### config.mk
export PLATFORM = sky130hd
export DESIGN_NAME = status_poll_engine
export DESIGN_NICKNAME = d
export VERILOG_FILES = /design/src/rtl/sp_pkg.sv /design/src/rtl/sp_match_eval.sv /design/src/rtl/sp_gap_timer.sv /design/src/rtl/sp_ctrl.sv /design/src/rtl/status_poll_engine.sv
export SDC_FILE = /design/constraint.sdc
export NUM_CORES = 1
export LEC_CHECK = 0
export BUFFER_PORTS_ARGS = -buffer_cell sky130_fd_sc_hd__buf_2
export CORE_ASPECT_RATIO = 1.25
export CORE_UTILIZATION = 45
export CTS_BUF_LIST = sky130_fd_sc_hd__clkbuf_2 sky130_fd_sc_hd__clkbuf_4 sky130_fd_sc_hd__clkbuf_8
export CTS_CLUSTER_SIZE = 8
export DETAILED_ROUTE_END_ITERATION = 8
export HOLD_SLACK_MARGIN = 0.12
export PLACE_DENSITY = 0.91
export SYNTH_ARGS = -nofsm -noshare
export SYNTH_HDL_FRONTEND = slang
export SYNTH_SLANG_ARGS = --single-unit
### constraint.sdc
create_clock -name clk -period 3.3 [get_ports clk]
set_clock_uncertainty 0.2 [all_clocks]
set_input_delay 0.33 -clock clk [delete_from_list [all_inputs] [get_ports clk]]
set_output_delay 0.33 -clock clk [all_outputs]
set_load 0.01 [all_outputs]
### src/rtl/sp_pkg.sv
// Package: shared types for the status polling match engine.
// Assumes: nothing beyond IEEE 1800-2017 enums.
package sp_pkg;

    typedef enum logic [1:0] {
        SP_IDLE = 2'd0,
        SP_REQ  = 2'd1,
        SP_WAIT = 2'd2
    } sp_state_e;

endpackage

### src/rtl/sp_match_eval.sv
// Module: sp_match_eval
// Purely combinational. Decides whether one status value hits the reference
// under the mask, the byte-size limit and the combining rule.
// Assumes: byte 0 is bits 7:0, and size n enables bytes 0..n.
module sp_match_eval #(
    parameter int BYTES  = 4,
    parameter int SIZE_W = (BYTES > 1) ? $clog2(BYTES) : 1,
    parameter int DATA_W = 8 * BYTES
) (
    input  logic              or_mode,
    input  logic [SIZE_W-1:0] size,
    input  logic [DATA_W-1:0] mask,
    input  logic [DATA_W-1:0] ref_val,
    input  logic [DATA_W-1:0] data,
    output logic              hit
);

    logic [DATA_W-1:0] size_mask;
    logic [DATA_W-1:0] eff_mask;
    logic [DATA_W-1:0] agree;

    // One enable byte for each status byte, set when the byte lies within the selected size.
    for (genvar b = 0; b < BYTES; b++) begin : g_byte
        localparam int unsigned BI = b;
        localparam logic [SIZE_W:0] BIDX = (SIZE_W+1)'(BI);
        assign size_mask[b*8 +: 8] = ({1'b0, size} >= BIDX) ? 8'hFF : 8'h00;
    end

    // Combine the mask with the size limit and apply the selected combining rule.
    always_comb begin
        eff_mask = mask & size_mask;
        agree    = ~(data ^ ref_val);
        if (or_mode) begin
            hit = |(agree & eff_mask);
        end else begin
            hit = &(agree | ~eff_mask);
        end
    end

endmodule

### src/rtl/sp_gap_timer.sv
// Module: sp_gap_timer
// Counts down the interval between a response and the next poll request.
// Assumes: load and run are never high together; load_val > 0 whenever it is loaded.
module sp_gap_timer #(
    parameter int GAP_W = 16
) (
    input  logic             clk,
    input  logic             rst_n,
    input  logic             load,
    input  logic [GAP_W-1:0] load_val,
    input  logic             run,
    output logic             done
);

    logic [GAP_W-1:0] cnt_q;

    // Load on request, otherwise count down while running.
    always_ff @(posedge clk) begin
        if (!rst_n) begin
            cnt_q <= '0;
        end else if (load) begin
            cnt_q <= load_val;
        end else if (run && (cnt_q != '0)) begin
            cnt_q <= cnt_q - 1'b1;
        end
    end

    assign done = run && (cnt_q == GAP_W'(1));

endmodule

### src/rtl/sp_ctrl.sv
// Module: sp_ctrl
// Sequencer for polling: idle, request outstanding, and waiting out the interval.
// Assumes: hit is valid whenever rsp_valid is high, and stop_q is the captured stop setting.
module sp_ctrl (
    input  logic clk,
    input  logic rst_n,
    input  logic enable,
    input  logic start,
    input  logic abort,
    input  logic rsp_valid,
    input  logic hit,
    input  logic stop_q,
    input  logic interval_zero,
    input  logic gap_done,
    output logic poll_req,
    output logic busy,
    output logic gap_load,
    output logic gap_run,
    output logic cfg_capture,
    output logic hit_event
);
    import sp_pkg::*;

    sp_state_e state_q, state_d;

    // Next state. Abort or a dropped enable override everything else.
    always_comb begin
        state_d     = state_q;
        gap_load    = 1'b0;
        cfg_capture = 1'b0;
        if (!enable || abort) begin
            state_d = SP_IDLE;
        end else begin
            unique case (state_q)
                SP_IDLE: begin
                    if (start) begin
                        state_d     = SP_REQ;
                        cfg_capture = 1'b1;
                    end
                end
                SP_REQ: begin
                    if (rsp_valid) begin
                        if (hit && stop_q) begin
                            state_d = SP_IDLE;
                        end else if (interval_zero) begin
                            state_d = SP_REQ;
                        end else begin
                            state_d  = SP_WAIT;
                            gap_load = 1'b1;
                        end
                    end
                end
                SP_WAIT: begin
                    if (gap_done) begin
                        state_d = SP_REQ;
                    end
                end
                default: state_d = SP_IDLE;
            endcase
        end
    end

    // State register.
    always_ff @(posedge clk) begin
        if (!rst_n) begin
            state_q <= SP_IDLE;
        end else begin
            state_q <= state_d;
        end
    end

    assign poll_req  = (state_q == SP_REQ);
    assign busy      = (state_q != SP_IDLE);
    assign gap_run   = (state_q == SP_WAIT);
    assign hit_event = (state_q == SP_REQ) && rsp_valid && hit && enable && !abort;

endmodule

### src/rtl/status_poll_engine.sv
// Module: status_poll_engine (top)
// Polls a flash status value and flags a hit against a masked reference value.
// Assumes: the responder answers each poll_req with a one-cycle rsp_valid.
module status_poll_engine #(
    parameter int BYTES  = 4,
    parameter int GAP_W  = 16,
    parameter int SIZE_W = (BYTES > 1) ? $clog2(BYTES) : 1,
    parameter int DATA_W = 8 * BYTES
) (
    input  logic              clk,
    input  logic              rst_n,
    input  logic              enable,
    input  logic              start,
    input  logic              abort,
    input  logic              clr_match,
    input  logic              cfg_or_mode,
    input  logic              cfg_stop_on_match,
    input  logic [SIZE_W-1:0] cfg_size,
    input  logic [DATA_W-1:0] cfg_mask,
    input  logic [DATA_W-1:0] cfg_match,
    input  logic [GAP_W-1:0]  cfg_interval,
    output logic              poll_req,
    input  logic              rsp_valid,
    input  logic [DATA_W-1:0] rsp_data,
    output logic              busy,
    output logic              match_flag
);

    logic or_mode_q;
    logic stop_q;
    logic cmp_hit;
    logic gap_load;
    logic gap_run;
    logic gap_done;
    logic cfg_capture;
    logic hit_event;

    sp_match_eval #(.BYTES(BYTES), .SIZE_W(SIZE_W), .DATA_W(DATA_W)) u_eval (
        .or_mode (or_mode_q),
        .size    (cfg_size),
        .mask    (cfg_mask),
        .ref_val (cfg_match),
        .data    (rsp_data),
        .hit     (cmp_hit)
    );

    sp_gap_timer #(.GAP_W(GAP_W)) u_gap (
        .clk      (clk),
        .rst_n    (rst_n),
        .load     (gap_load),
        .load_val (cfg_interval),
        .run      (gap_run),
        .done     (gap_done)
    );

    sp_ctrl u_ctrl (
        .clk           (clk),
        .rst_n         (rst_n),
        .enable        (enable),
        .start         (start),
        .abort         (abort),
        .rsp_valid     (rsp_valid),
        .hit           (cmp_hit),
        .stop_q        (stop_q),
        .interval_zero (cfg_interval == '0),
        .gap_done      (gap_done),
        .poll_req      (poll_req),
        .busy          (busy),
        .gap_load      (gap_load),
        .gap_run       (gap_run),
        .cfg_capture   (cfg_capture),
        .hit_event     (hit_event)
    );

    // Capture the mode settings only when a poll starts from idle.
    always_ff @(posedge clk) begin
        if (!rst_n) begin
            or_mode_q <= 1'b0;
            stop_q    <= 1'b0;
        end else if (cfg_capture) begin
            or_mode_q <= cfg_or_mode;
            stop_q    <= cfg_stop_on_match;
        end
    end

    // Sticky match flag. A new hit takes priority over a clear.
    always_ff @(posedge clk) begin
        if (!rst_n) begin
            match_flag <= 1'b0;
        end else if (hit_event) begin
            match_flag <= 1'b1;
        end else if (clr_match) begin
            match_flag <= 1'b0;
        end
    end

endmodule

==> impl.org <==
** Run status
- Outcome :: finished, final reports clean

** Yosys
- The synthesized design contains 21 register bits.
- Yosys mapped a number of flops with a built-in enable equal to 0.
- In the synthesized netlist the dominant register cell turns out to be dfxtp_1.
- Average size of a mapped cell :: 7.61 sq um
- Library cells used by synthesis :: 52
- During synthesis, Yosys emitted a total of 0 warnings.
- The synthesized netlist occupies a cell area of 2090 sq um.
- Portion of the post-synthesis area used by sequential elements :: 0.202
- Synthesis produced a netlist whose cell count is around 270.
- The number of nets in the synthesized netlist is roughly 400.
- Share of synthesized flip-flops with an asynchronous set or reset :: 0

** Place
- DPL Wire Length :: ~5500 um
- Final GP Congestion :: 0.901
- Counting tap cells, the placed design contains a total of 450 instances.
- During placement, the flow inserted port buffers numbering approximately 130.

** Job
- Across the run, the number of max-cap violations was 0.

** STA
- Headroom to the max-slew limit came out at 0.567.
- RSZ-0062 raised after global routing :: false
- The max-slew violation count came to 0.
- Final count of hold timing violations :: 0
- Setup total negative slack on the finished layout was measured at 0 ns.
- Max Fclk :: about 0.38 GHz
- For the pin with the worst max-slew slack, the measured transition is 0.641 ns.
- Of the available clock period, the critical path in the final layout requires 0.798.
- Min Tclk post-route :: roughly 2.6 ns
- Setup violations remaining at the end of the flow were counted as 0.

** Power and ir drop
- Power per Cell Area :: 240 nW/um^2
- IR analysis of the VDD net gives a maximum drop of around 230 uV.
- The analysis attributes to cell leakage a power of ~1.3 nW.

** Layout
- Leaving out filler cells and counting taps, the final layout contains approximately 460.
- Number of antenna cells inserted :: 0
- The library cell used most frequently in the layout, excluding fill and tap cells, is buf_2.
- Count of filler cells inserted in the layout :: 403
- Of the cells placed in the final design, the portion with a size suffix greater than 1 is 0.343.
- For this run, the post-layout net count is 525.
- In the final layout, the multi-input gates occupy 1520 sq um.
- Top library cells by usage in the layout, fill and taps aside :: buf_2 (125), xnor2_1 (36), inv_1 (30)
- Footprint of the flip-flops and latches :: roughly 420 sq um
- Compared with the post-synthesis result, the final layout area differs by 36.1%.

** GRT
- Wire length of the first global-routing pass :: ~10,000 um
- Total GRT Usage :: 0.265
- The initial antenna violation count was 2.
- The via count of the first global-routing pass is 2,485.
- Total grt overflow :: 0
- Entering global routing, the biggest net connects 18 pins.

** Clocking
- Buffer cell driving the clock tree root :: clkbuf_8
- CTS buffer count :: 3
- TritonCTS built the clock tree.
- After clock tree synthesis, the clock-pin slew on the worst setup and hold paths is 0.08 ns.
- Number of levels the H-tree was split into :: 1
- After clock tree synthesis, the setup repair step added 0 buffers.
- The tree built by TritonCTS fans out to 21 sinks.
- For the worst-skew pair, the clock arrives at the later sink with an insertion delay of 0.26 ns.
- The longest clock path from root to sink contains 2 buffers.

** Setup path
- STA puts the critical path data required time at approximately 3.3 ns.
- Arrival time at the worst endpoint :: ~2.6 ns
- Crit. End Element :: flip-flop
- STA classifies the critical path startpoint as a flip-flop.
- Of all nets on the critical path, the largest fanout is 5.
- Critical path start-end classification :: flip-flop to flip-flop

** Floorplan
- Starting density of the core :: 0.471
- Overall die area :: 4910 sq um
- Core Box Area :: 4430 sq um
- In this run the core area contains 27 standard-cell rows.
- The die is ~63 um wide.
- From bottom edge to top edge, the die measures 78.1 um.
- During I/O placement, the number of pins put on the boundary was around 130.

** Routing
- In this run the remaining antenna-violating nets after routing total 0.
- After detailed routing, the average wire length per cell comes to ~15 um.
- For this block, the initial DRC count from the detailed router was 118.
- Total iterations of the first detailed-routing run :: 4
- In the routed layout, each cell is associated on average with a via count of approximately 5.6.
- The final route contains approximately 2,600 vias.
- DR DRC count :: 0
- Total length of routed wires :: 6650 um

** Worst hold path
- The worst hold path belongs to the class input port to flip-flop.
## cell type report
type,instances,area share
clock buffers,4,0.0172
well taps,58,0.0256
inverters,30,0.0397
repair buffers,129,0.234
flip-flops and latches,21,0.148
multi-input cells,215,0.536
## report_power, final
group / switching [W] / internal (W) / total, W
combinational: 0.000119 / 0.000123 / 0.000242
clock: 0.0000869 / 0.0000944 / 0.000181
sequential: 0.00000261 / 0.000256 / 0.000258
## per-layer routing
| layer | track usage | vias to the layer above | routed length (um) |
|---|---|---|---|
| met3 | 0.0538 | 17 | 562 |
| met4 | 0.109 | 2 | 151 |
| met5 | 0 | - | 10 |
| met2 | 0.529 | 114 | 3490 |
| li1 | - | 1262 | - |
| met1 | 0.255 | 1166 | 2440 |
## per-stage QoR
| step | hold slack, ns | util | total power (W) | worst slack (ns) | instance area (sq um) |
|---|---|---|---|---|---|
| final | 0.115 | 0.641 | 0.000681 | 0.665 | 2840 |
| after global routing | 0.134 | 0.641 | 0.000714 | 0.549 | 2840 |
| after CTS | 0.123 | 0.641 | 0.000677 | 0.668 | 2840 |
| after detailed placement | 0.280 | 0.623 | 0.000500 | 0.558 | 2760 |
| after floorplan | 0.255 | - | 0.000387 | 0.923 | 2090 |
| after global placement | 0.274 | 0.623 | 0.000497 | 0.655 | 2760 |
## what timing repair did
item                      CTS  global route
resized for setup           0             0
hold endpoints to repair    3             0
hold buffers                3             0
## worst max-delay path, stage by stage (launching register included)
cell,delay [ns]
dfxtp_1,0.36
or4_4,0.56
or4_4,0.47
o2111ai_1,0.42
nor4_1,0.11
xnor2_1,0.16
a211oi_1,0.26
## final timing paths
check / startpoint / end / slack (ns) / depth (start not counted)
min reg2reg: stop_q$_SDFFE_PN0P_ / stop_q$_SDFFE_PN0P_ / 0.30 / 2
min: cfg_interval[1] / u_gap.cnt_q[1]$_SDFFE_PN0P_ / 0.11 / 3
max reg2reg: u_gap.cnt_q[8]$_SDFFE_PN0P_ / u_gap.cnt_q[14]$_SDFFE_PN0P_ / 0.67 / 6
max: u_gap.cnt_q[8]$_SDFFE_PN0P_ / u_gap.cnt_q[14]$_SDFFE_PN0P_ / 0.67 / 6
## state kept, by name, summed over array words and instances, names as in the netlist
register / flops
u_gap.cnt_q: 16
or_mode_q: 1
u_ctrl.state_q: 2
stop_q: 1
match_flag: 1
## Yosys cell counts (all sizes together), types with 3 or more instances
cell type / n / share of area
xnor2: 36 / 0.15
inv: 30 / 0.054
nand2: 24 / 0.043
dfxtp: 21 / 0.20
a211oi: 18 / 0.067
o22ai: 14 / 0.042
nand3: 12 / 0.029
nor4: 12 / 0.039
nor2: 11 / 0.020
xor2: 10 / 0.042
mux2i: 9 / 0.043
a22oi: 8 / 0.029
clkbuf: 6 / 0.011
a21oi: 5 / 0.014
and3: 5 / 0.015
nor2b: 5 / 0.015
o21ai: 5 / 0.012
nor3: 4 / 0.0096
o31ai: 3 / 0.017
or4: 3 / 0.014
## cells by family after synthesis
| group | count (synthesis) | synth area share |
|---|---|---|
| and+or+nand+nor | 84 | 0.211 |
| xor gates and xnor gates | 46 | 0.193 |
| DFF | 21 | 0.202 |
| AOI/OAI and AO/OA | 74 | 0.269 |
| muxes | 9 | 0.0432 |
| adders and majority gates | 2 | 0.0120 |
| buffers and inverters | 38 | 0.0696 |
(Power assumes the default switching activity.)
